## src/rtl/bpi_pkg.sv

```systemverilog
package bpi_pkg;

    typedef enum logic [2:0] {
        OP_ROL = 3'd0,
        OP_LSL = 3'd1,
        OP_LSR = 3'd2,
        OP_ASR = 3'd3,
        OP_CLR = 3'd4,
        OP_SET = 3'd5,
        OP_TOG = 3'd6,
        OP_EXT = 3'd7
    } bpi_op_e;

endpackage

```

## src/rtl/bpi_shift.sv

```systemverilog
module bpi_shift
    import bpi_pkg::*;
#(
    parameter int W     = 8,
    parameter int AMT_W = $clog2(W)
) (
    input  logic [W-1:0]     data_i,
    input  bpi_op_e          mode_i,
    input  logic [AMT_W-1:0] amt_i,
    output logic [W-1:0]     data_o
);

    logic [W-1:0] stg [AMT_W+1];

    assign stg[0] = data_i;

    for (genvar k = 0; k < AMT_W; k++) begin : g_stage
        localparam int D = 1 << k;
        logic [W-1:0] shf;

        always_comb begin
            unique case (mode_i)
                OP_ROL:  shf = {stg[k][W-1-D:0], stg[k][W-1:W-D]};
                OP_LSL:  shf = {stg[k][W-1-D:0], {D{1'b0}}};
                OP_LSR:  shf = {{D{1'b0}}, stg[k][W-1:D]};
                OP_ASR:  shf = {{D{stg[k][W-1]}}, stg[k][W-1:D]};
                default: shf = stg[k];
            endcase
        end

        assign stg[k+1] = amt_i[k] ? shf : stg[k];
    end

    assign data_o = stg[AMT_W];

endmodule

```

## src/rtl/bpi_bitop.sv

```systemverilog
module bpi_bitop
    import bpi_pkg::*;
#(
    parameter int W     = 8,
    parameter int IDX_W = $clog2(W)
) (
    input  logic [W-1:0]     data_i,
    input  bpi_op_e          mode_i,
    input  logic [IDX_W-1:0] idx_i,
    output logic [W-1:0]     data_o
);

    logic [W-1:0] sel_mask;

    for (genvar i = 0; i < W; i++) begin : g_dec
        assign sel_mask[i] = (idx_i == IDX_W'(i));
    end

    always_comb begin
        unique case (mode_i)
            OP_CLR:  data_o = data_i & ~sel_mask;
            OP_SET:  data_o = data_i | sel_mask;
            OP_TOG:  data_o = data_i ^ sel_mask;
            OP_EXT:  data_o = {{(W-1){1'b0}}, |(data_i & sel_mask)};
            default: data_o = data_i;
        endcase
    end

endmodule

```

## src/rtl/bitpos_imm_unit.sv

```systemverilog
module bitpos_imm_unit
    import bpi_pkg::*;
#(
    parameter  int WIDTH = 8,
    localparam int SEL_W = $clog2(WIDTH)
) (
    input  logic [WIDTH-1:0] acc_i,
    input  logic [2:0]       op_i,
    input  logic [SEL_W-1:0] pos_i,
    output logic [WIDTH-1:0] result_o
);

    bpi_op_e          op_sel;
    logic [WIDTH-1:0] move_res;
    logic [WIDTH-1:0] bit_res;

    assign op_sel = bpi_op_e'(op_i);

    bpi_shift #(.W(WIDTH), .AMT_W(SEL_W)) u_shift (
        .data_i (acc_i),
        .mode_i (op_sel),
        .amt_i  (pos_i),
        .data_o (move_res)
    );

    bpi_bitop #(.W(WIDTH), .IDX_W(SEL_W)) u_bitop (
        .data_i (acc_i),
        .mode_i (op_sel),
        .idx_i  (pos_i),
        .data_o (bit_res)
    );

    always_comb begin
        unique case (op_sel)
            OP_ROL, OP_LSL, OP_LSR, OP_ASR: result_o = move_res;
            default:                        result_o = bit_res;
        endcase
    end

endmodule

```

## config.mk

```make
export PLATFORM = sky130hd
export DESIGN_NAME = bitpos_imm_unit
export DESIGN_NICKNAME = d
export VERILOG_FILES = /design/src/rtl/bpi_pkg.sv /design/src/rtl/bpi_shift.sv /design/src/rtl/bpi_bitop.sv /design/src/rtl/bitpos_imm_unit.sv
export SDC_FILE = /design/constraint.sdc
export NUM_CORES = 1
export LEC_CHECK = 0
export BUFFER_PORTS_ARGS = -buffer_cell sky130_fd_sc_hd__buf_4
export CAP_MARGIN = 10
export CORE_UTILIZATION = 28
export DETAILED_ROUTE_END_ITERATION = 10
export PLACE_DENSITY = 0.53
export SETUP_SLACK_MARGIN = 0.02
export SKIP_LAST_GASP = 1
export SYNTH_ARGS = -nofsm -noshare
export SYNTH_HDL_FRONTEND = slang
export SYNTH_SLANG_ARGS = --single-unit
export TNS_END_PERCENT = 5
```

## constraint.sdc

```tcl
create_clock -name vclk -period 2.2
set_clock_uncertainty 0.2 [all_clocks]
set_input_delay 0.44 -clock vclk [all_inputs]
set_output_delay 0.44 -clock vclk [all_outputs]
set_load 0.005 [all_outputs]
```

==> results.cfg, run 1 <==
[synthesis]
postSynthCellCount = 192
ys_types = 45
synth_nets = 230
syn_area_per_cell_um2 = 7.16
ys_seq_area_share_pct = 0
syn_area_um2 = 1370
ys_warn_count = 0

[floorplan]
core_um2 = 4720
pin_count = 22
die_area_um2 = 5190
chipWidth_um = 72.0
initial_utilization_pct = 29.1
core.rowCount = 25
die_h_um = 72.0

[global_routing]
antenna_found_initial = 0
grt_pass1_wl_um = 8490
first_global_vias = 1662
grt_max_degree = 15
gr-total-overflow = 0
grt_use_total_pct = 20.7

[cells_and_area]
area_growth_pct = 73.0
layout.nets = 304
antenna_cells = 0
ff_latch_area_um2 = 0
nClkBuffers = 0
utilization_pct = 50.3
drive_gt1_share_pct = 55.7
seq_cells = 0

[power_and_ir_drop]
report.power.total_mw = 0.472
swShare_pct = 48.4
combPwrFrac_pct = 100.0
ir_worst_vdd_v = 0.000106
p_leak_nw = 1.13
internal-power_mw = 0.244
power_frac_seq_pct = 0
p_per_area_nw_per_um2 = 199
clockPowerShare_pct = 0
p_switching_mw = 0.228

[sta]
post-route-min-period_ps = 2380
hold_slack_ps = 1130
grt_setup_unrepaired = true
worst_pin_slew_ps = 368
setup_ws_ps = -183
fmax_mhz = 420
slew_violations = 0
setup_violations = 8
maxSlewHeadroom_pct = 75.4
fin_crit_sh_pct = 108
hold_violations = 0

[setup_path]
arrival_ps = 1740
end_kind = primary output
worstPathMaxFanout = 8
path_class = input pin to primary output
critPathRequiredTime_ps = 1560
critPathLaunchType = input pin

[detailed_routing]
drt_first_pass_iters = 4
vias = 1682
routed_wl_um = 5340
wl_per_cell_um = 16.1
ant_nets = 0
viasPerCell = 5.08
drc = 0
drt_iter0_drc = 100

[outcome]
violations = setup timing
outcome = finished with violations

[clock_network]
cts_hold_buf = 0

[place]
gp_congestion = 0.935
dp_hpwl_um = 3860
io_buffers = 22
pre_cts_slack_ps = -321

[run]
cap_violations = 0

[hold_path]
hp-class = input pin to primary output
path summary, 6_finish.rpt:
check	start	end	slack, ps	cells after the start
max	pos_i[1]	result_o[0]	-180	11
min	op_i[2]	result_o[0]	1130	4
through the flow:
step / cell area, um2 / TNS, ps / std cells
detailed placement: 1980 / -2070 / 322
floorplan: 1420 / -14.4 / 192
global placement: 1980 / -2010 / 322
global route: 2380 / -1850 / 331
finish: 2380 / -1140 / 331
CTS: 2180 / -1230 / 328
power groups by stage:
stage | logic (mW) | clock network (mW) | registers (mW)
2_1_floorplan | 0.207 | 0 | 0
3_3_place_gp | 0.384 | 0 | 0
3_5_place_dp | 0.382 | 0 | 0
4_1_cts | 0.425 | 0 | 0
5_1_grt | 0.510 | 0 | 0
6_report | 0.472 | 0 | 0
worst max-delay path: stages:
cell	delay (ps)
buf_12	110
buf_6	100
nor2b_4	40
nand2_4	60
inv_2	40
ha_4	160
nor4_4	260
a311oi_2	140
a21oi_2	150
a22oi_2	90
buf_4	140
cells in the mapped netlist (all sizes together) (3+ instances only):
cell type | instances | share of area [%]
o21ai | 17 | 6.5
nand3 | 4 | 1.5
a31oi | 4 | 1.8
buf | 12 | 7.3
ha | 24 | 22
nor2 | 8 | 2.2
mux2i | 8 | 6.1
nand2 | 34 | 9.3
mux2 | 5 | 4.4
nor2b | 6 | 3.3
a21oi | 6 | 2.2
o211ai | 7 | 4.2
nand2b | 3 | 1.5
nand3b | 3 | 1.6
inv | 20 | 5.5
a22oi | 3 | 2.0
final cells by class:
| class | count | area [um2] |
|---|---|---|
| multi-input combinational | 158 | 1460 |
| inverter | 20 | 81.3 |
| fill | 456 | 2350 |
| timing repair buffer | 86 | 754 |
| tap | 67 | 83.8 |
kinds of logic after synthesis:
kind of cell	synth area share, %
AOI/OAI and AO/OA	31.2
and+or+nand+nor	21.5
muxes	12.1
adders and majority gates	21.9
buffers and inverters	13.3
repair_timing:
item	CTS	global route
resized for setup	35	39
buffers inserted	5	3
setup endpoints to repair	8	8
pin swaps	12	19
gates cloned	1	0
layer usage:
layer | global-route usage, % | part of all wire [%]
met1 | 29.4 | 48
met2 | 35.5 | 48
met3 | 1.53 | 3.7
met4 | 1.74 | 0.28
met5 | 0 | 0
cell usage in the layout (no fill, tap or decap), drive strengths merged, types with 2 or more instances in the layout:
cell    count
a32oi       2
nor2b       6
o221ai      2
nand2      34
nand2b      3
nor2        8
buf        86
a221oi      2
o21ai      17
o211ai      7
inv        19
o211a       2
nor4        2
mux2i       8
a31oi       4
a311oi      2
nand3b      3
a21o        2
mux2        5
a21oi       6
a22oi       3
o31ai       2
ha         24
nand3       4
(Power assumes the default switching activity.)
==> inputs of run 2 (changes only) <==
--- a/config.mk
+++ b/config.mk
@@ -9,10 +9,11 @@
 export CAP_MARGIN = 10
 export CORE_UTILIZATION = 28
 export DETAILED_ROUTE_END_ITERATION = 10
-export PLACE_DENSITY = 0.53
+export PLACE_DENSITY = 0.52
 export SETUP_SLACK_MARGIN = 0.02
 export SKIP_LAST_GASP = 1
 export SYNTH_ARGS = -nofsm -noshare
 export SYNTH_HDL_FRONTEND = slang
+export SYNTH_HIERARCHICAL = 1
 export SYNTH_SLANG_ARGS = --single-unit
 export TNS_END_PERCENT = 5
==> run 2 against run 1 <==
  * The flow still finishes with violations (setup timing)
  * Synthesized cell count rose by 2.1%
  * Design area decreased by 9.6%
  * Global-route usage down 3.7 points
  * Critical path depth shrank 1
  * Largest cell class unchanged
  * Setup slack worse by 460 ps
==> results.cfg, run 2 <==
[power_and_ir_drop]
report.power.total_mw = 0.437
ir_worst_vdd_v = 0.0000953
p_leak_nw = 1.06
p_per_area_nw_per_um2 = 203

[synthesis]
synth_nets = 234
syn_area_um2 = 1550
netlist_top_cells_count = 24 x ha_1, 20 x inv_1, 16 x mux2i_1
ys_types = 48
synth_top_area_cell = ha_1
post-synth-top-area-fraction_pct = 19.4
synth.most_common_cell = ha_1
ys_seq_area_share_pct = 0
ys_warn_count = 6
syn_area_per_cell_um2 = 7.92
postSynthCellCount = 196
yosys-top-cells-area = ha_1 19%, mux2i_1 10%, mux2_4 7.7%

[setup_path]
critPathLaunchType = input pin
path_buf_inv = 4
worstPathMaxFanout = 8
path_class = input pin to primary output
cpLargestDelayFamily = simple AND/OR/NAND/NOR gates
arrival_ps = 2210
critPathSlowestCell = o32a_1
startpoint = pos_i[0]
end_kind = primary output
slowest_delay_ps = 360
path_cells = buf_8 -> buf_12 -> or3b_4 -> inv_2 -> ha_4 -> nor4_4 -> a21oi_1 -> o32a_1 -> mux2_4 -> buf_6
critPathRequiredTime_ps = 1560

[detailed_routing]
ant_nets = 0
vias = 1669
drt_iter0_drc = 67
drc = 0
routed_wl_um = 5000
wl_per_cell_um = 15.5
viasPerCell = 5.18
drt_first_pass_iters = 4

[hold_path]
min_path_cells = 4
whs_endpoint = result_o[2]
hp-class = input pin to primary output
worstHoldStart = acc_i[2]

[sta]
worst_pin_slew_ps = 464
fmax_mhz = 351
slew_violations = 0
grt_setup_unrepaired = true
finalSetupTns_ps = -4630
setup_ws_ps = -648
post-route-min-period_ps = 2850
hold_slack_ps = 1210
hold_violations = 0
fin_crit_sh_pct = 129
maxSlewHeadroom_pct = 69.0
setup_violations = 8

[cells_and_area]
nClkBuffers = 0
layout.nets = 292
multi_input_area_um2 = 1420
final_cell_mix = 66 x buf_4, 22 x ha_1, 19 x inv_1
area_growth_pct = 38.5
antenna_cells = 0
drive_gt1_share_pct = 38.1
ff_latch_area_um2 = 0
fillers = 559
seq_cells = 0
layout_commonest_cell = buf_4

[outcome]
violations = setup timing
outcome = finished with violations

[global_routing]
gr-total-overflow = 0
grt_use_total_pct = 17.0
first_global_vias = 1563
grt_pass1_wl_um = 8140
antenna_found_initial = 0
grt_max_degree = 18

[floorplan]
core.rowCount = 26
die_area_um2 = 5840
core_um2 = 5240
initial_utilization_pct = 29.6
die_h_um = 76.4
chipWidth_um = 76.4
pin_count = 22

[place]
pre_cts_slack_ps = -779
gp_congestion = 0.877
io_buffers = 22
dp_hpwl_um = 4000

[clock_network]
cts_hold_buf = 0

[run]
cap_violations = 0
## run 2: changes by cell type after synthesis, moves of 4 or more
| cell | previous run | this run |
|---|---|---|
| nand2_1 | 34 | 12 |
| mux2_4 | 1 | 8 |
| o211ai_1 | 6 | 2 |
| o221ai_1 | 0 | 7 |
| mux2i_1 | 7 | 16 |
| o21a_1 | 0 | 7 |
| a21oi_1 | 6 | 1 |
| o21ai_0 | 13 | 2 |
| nor3_1 | 0 | 10 |
## run 2: kinds of logic after synthesis
family / after synthesis / synth area share, %
simple gates: 59 / 20.2
compound gates: 49 / 25.8
buf+inv: 35 / 12.9
mux: 29 / 21.7
fa+ha+maj: 24 / 19.4
## run 2: repair_timing
| item | CTS | global route |
|---|---|---|
| endpoints found under the setup margin | 8 | 8 |
| pin swaps | 5 | 6 |
| setup buffers | 0 | 1 |
| endpoints found under the hold margin | 0 | 0 |
| gates resized for setup | 7 | 8 |
## run 2: metal layers
layer	GRT usage (%)	wire [um]
met1	25.0	2500
met2	29.3	2330
met3	0.120	160
met4	0	0
met5	0	0
## run 2: final cells by class
| type | count | share of cell area (%) |
|---|---|---|
| inverter | 20 | 3.49 |
| multi-input combinational | 161 | 66.0 |
| tap | 70 | 4.07 |
| timing repair buffer | 71 | 26.4 |
## run 2: metrics by stage
stage	util, %	cell area (um2)	instances
final	41.0	2150	322
after floorplan	-	1570	196
after global placement	39.5	2070	321
after CTS	40.1	2100	321
after detailed placement	39.5	2070	321
after global routing	41.0	2150	322
## run 2: worst max-delay path by stage
stage | endpoint | slack [ps] | depth (start not counted)
floorplan | result_o[0] | -210 | 6
global placement | result_o[0] | -790 | 9
detailed placement | result_o[0] | -780 | 10
CTS | result_o[0] | -670 | 9
global route | result_o[0] | -710 | 10
finish | result_o[0] | -650 | 10
## run 2: report_power, final
part	switching (mW)	total, mW	leakage (nW)	internal (mW)
clock network	0	0	0	0
logic	0.202	0.437	1.06	0.235
registers	0	0	0	0
total	0.202	0.437	1.06	0.235
## run 2: worst min-delay path: cells and delay by family
kind	cells	cell delay, ps
muxes	1	150
buffers and inverters	2	230
AOI/OAI and AO/OA	1	150
==> inputs of run 3 (changes only) <==
--- a/config.mk
+++ b/config.mk
@@ -9,7 +9,6 @@
 export CAP_MARGIN = 10
 export CORE_UTILIZATION = 28
 export DETAILED_ROUTE_END_ITERATION = 10
-export PLACE_DENSITY = 0.52
 export SETUP_SLACK_MARGIN = 0.02
 export SKIP_LAST_GASP = 1
 export SYNTH_ARGS = -nofsm -noshare
==> run 3 against run 2 <==
  * The flow still finishes with violations (setup timing)
  * Sequential cell count unchanged
  * Sequential share of layout area is the same
  * Via count up 6.0%
  * Non-clock buffer count rose by 12
  * Design area is 5.5% higher
==> results.cfg, run 3 (synthesis gave the netlist of run 2 again) <==
[outcome]
outcome = finished with violations
violations = setup timing

[hold_path]
hp-class = input pin to primary output

[global_routing]
grt_pass1_wl_um = 8260
antenna_found_initial = 0
grt_use_total_pct = 17.2
gr-total-overflow = 0
first_global_vias = 1697
grt_max_degree = 14

[clock_network]
cts_hold_buf = 0
post_cts_buffers = 0

[cells_and_area]
antenna_cells = 0
layout.nets = 304
layout_commonest_cell = buf_4
seq_cells = 0
nClkBuffers = 0
area_growth_pct = 46.1
drive_gt1_share_pct = 42.4
ff_latch_area_um2 = 0
final_cell_mix = 77 x buf_4, 22 x ha_1, 20 x inv_1

[place]
pre_cts_slack_ps = -753
dp_hpwl_um = 4140
io_buffers = 22
gp_congestion = 0.879

[power_and_ir_drop]
clockPowerShare_pct = 0
p_switching_mw = 0.213
p_leak_nw = 1.13
ir_worst_vdd_v = 0.0000974
combPwrFrac_pct = 100.0
p_per_area_nw_per_um2 = 206
internal-power_mw = 0.254
swShare_pct = 45.7
power_frac_seq_pct = 0
report.power.total_mw = 0.468

[detailed_routing]
vias = 1769
drt_first_pass_iters = 4
ant_nets = 0
viasPerCell = 5.30
drc = 0
routed_wl_um = 5200
drt_iter0_drc = 103
wl_per_cell_um = 15.6

[setup_path]
worstPathMaxFanout = 5
crit_top_cell = buf_6
critPathRequiredTime_ps = 1560
arrival_ps = 2170
path_class = input pin to primary output
critPathLaunchType = input pin
path_cells = buf_8 -> buf_6 -> or3_4 -> ha_4 -> mux2i_1 -> nor2_1 -> o32a_1 -> mux2_4 -> buf_6
end_kind = primary output
slowest_delay_ps = 350
cpLargestDelayFamily = simple AND/OR/NAND/NOR gates
path_buf_inv = 3
critPathSlowestCell = or3_4

[sta]
hold_violations = 0
post-route-min-period_ps = 2810
setup_violations = 8
maxSlewHeadroom_pct = 72.1
grt_setup_unrepaired = true
worst_pin_slew_ps = 418
fin_crit_sh_pct = 128
hold_slack_ps = 1160
slew_violations = 0
fmax_mhz = 356
setup_ws_ps = -609

[floorplan]
die_area_um2 = 5840
core.rowCount = 26
chipWidth_um = 76.4
core_um2 = 5240
die_h_um = 76.4
initial_utilization_pct = 29.6
pin_count = 22

[run]
cap_violations = 0
## run 3: cell count changes in the layout (fill, tap and decap cells not counted), sizes merged
cell,before,now
buf,71,83
## run 3: cell type report
cell class,count,area [um2]
fill,519,2970
inverter,20,75.1
multi-input combinational,161,1430
tap,70,87.6
timing repair buffer,83,671
## run 3: layer usage
metal  GRT usage, %  vias up  wire length (um)
met4           4.42        0                95
met1           23.0      833              2250
met5              0        -                 0
met2           29.5       61              2500
met3           1.08        8               354
li1               -      867                 -
## run 3: metrics by stage
step	instance area (um2)	util [%]	cells	TNS [ps]
floorplan	1570	-	196	-1310
global placement	2180	41.6	334	-5620
detailed placement	2180	41.6	334	-5610
CTS	2220	42.3	334	-4510
global route	2270	43.3	334	-5090
finish	2270	43.3	334	-4460
## run 3: worst min-delay path, cell delays in order
cell and delay (ps):
buf_4 120, o21a_1 130, mux2_4 130, buf_4 100
## run 3: worst paths after layout
| check | cells past startpoint | to | start | slack (ps) |
|---|---|---|---|---|
| max | 9 | result_o[0] | pos_i[0] | -610 |
| min | 4 | result_o[1] | acc_i[1] | 1160 |
## run 3: timing repair
action                                  4_1_cts  5_1_grt
pin swaps                                     7        4
gates resized for setup                       9        9
endpoints found under the setup margin        8        8
## run 3: power by group through the flow
stage / combinational, mW / clock [mW] / sequential [mW]
floorplan: 0.239 / 0 / 0
global placement: 0.436 / 0 / 0
detailed placement: 0.441 / 0 / 0
CTS: 0.453 / 0 / 0
global route: 0.503 / 0 / 0
finish: 0.468 / 0 / 0
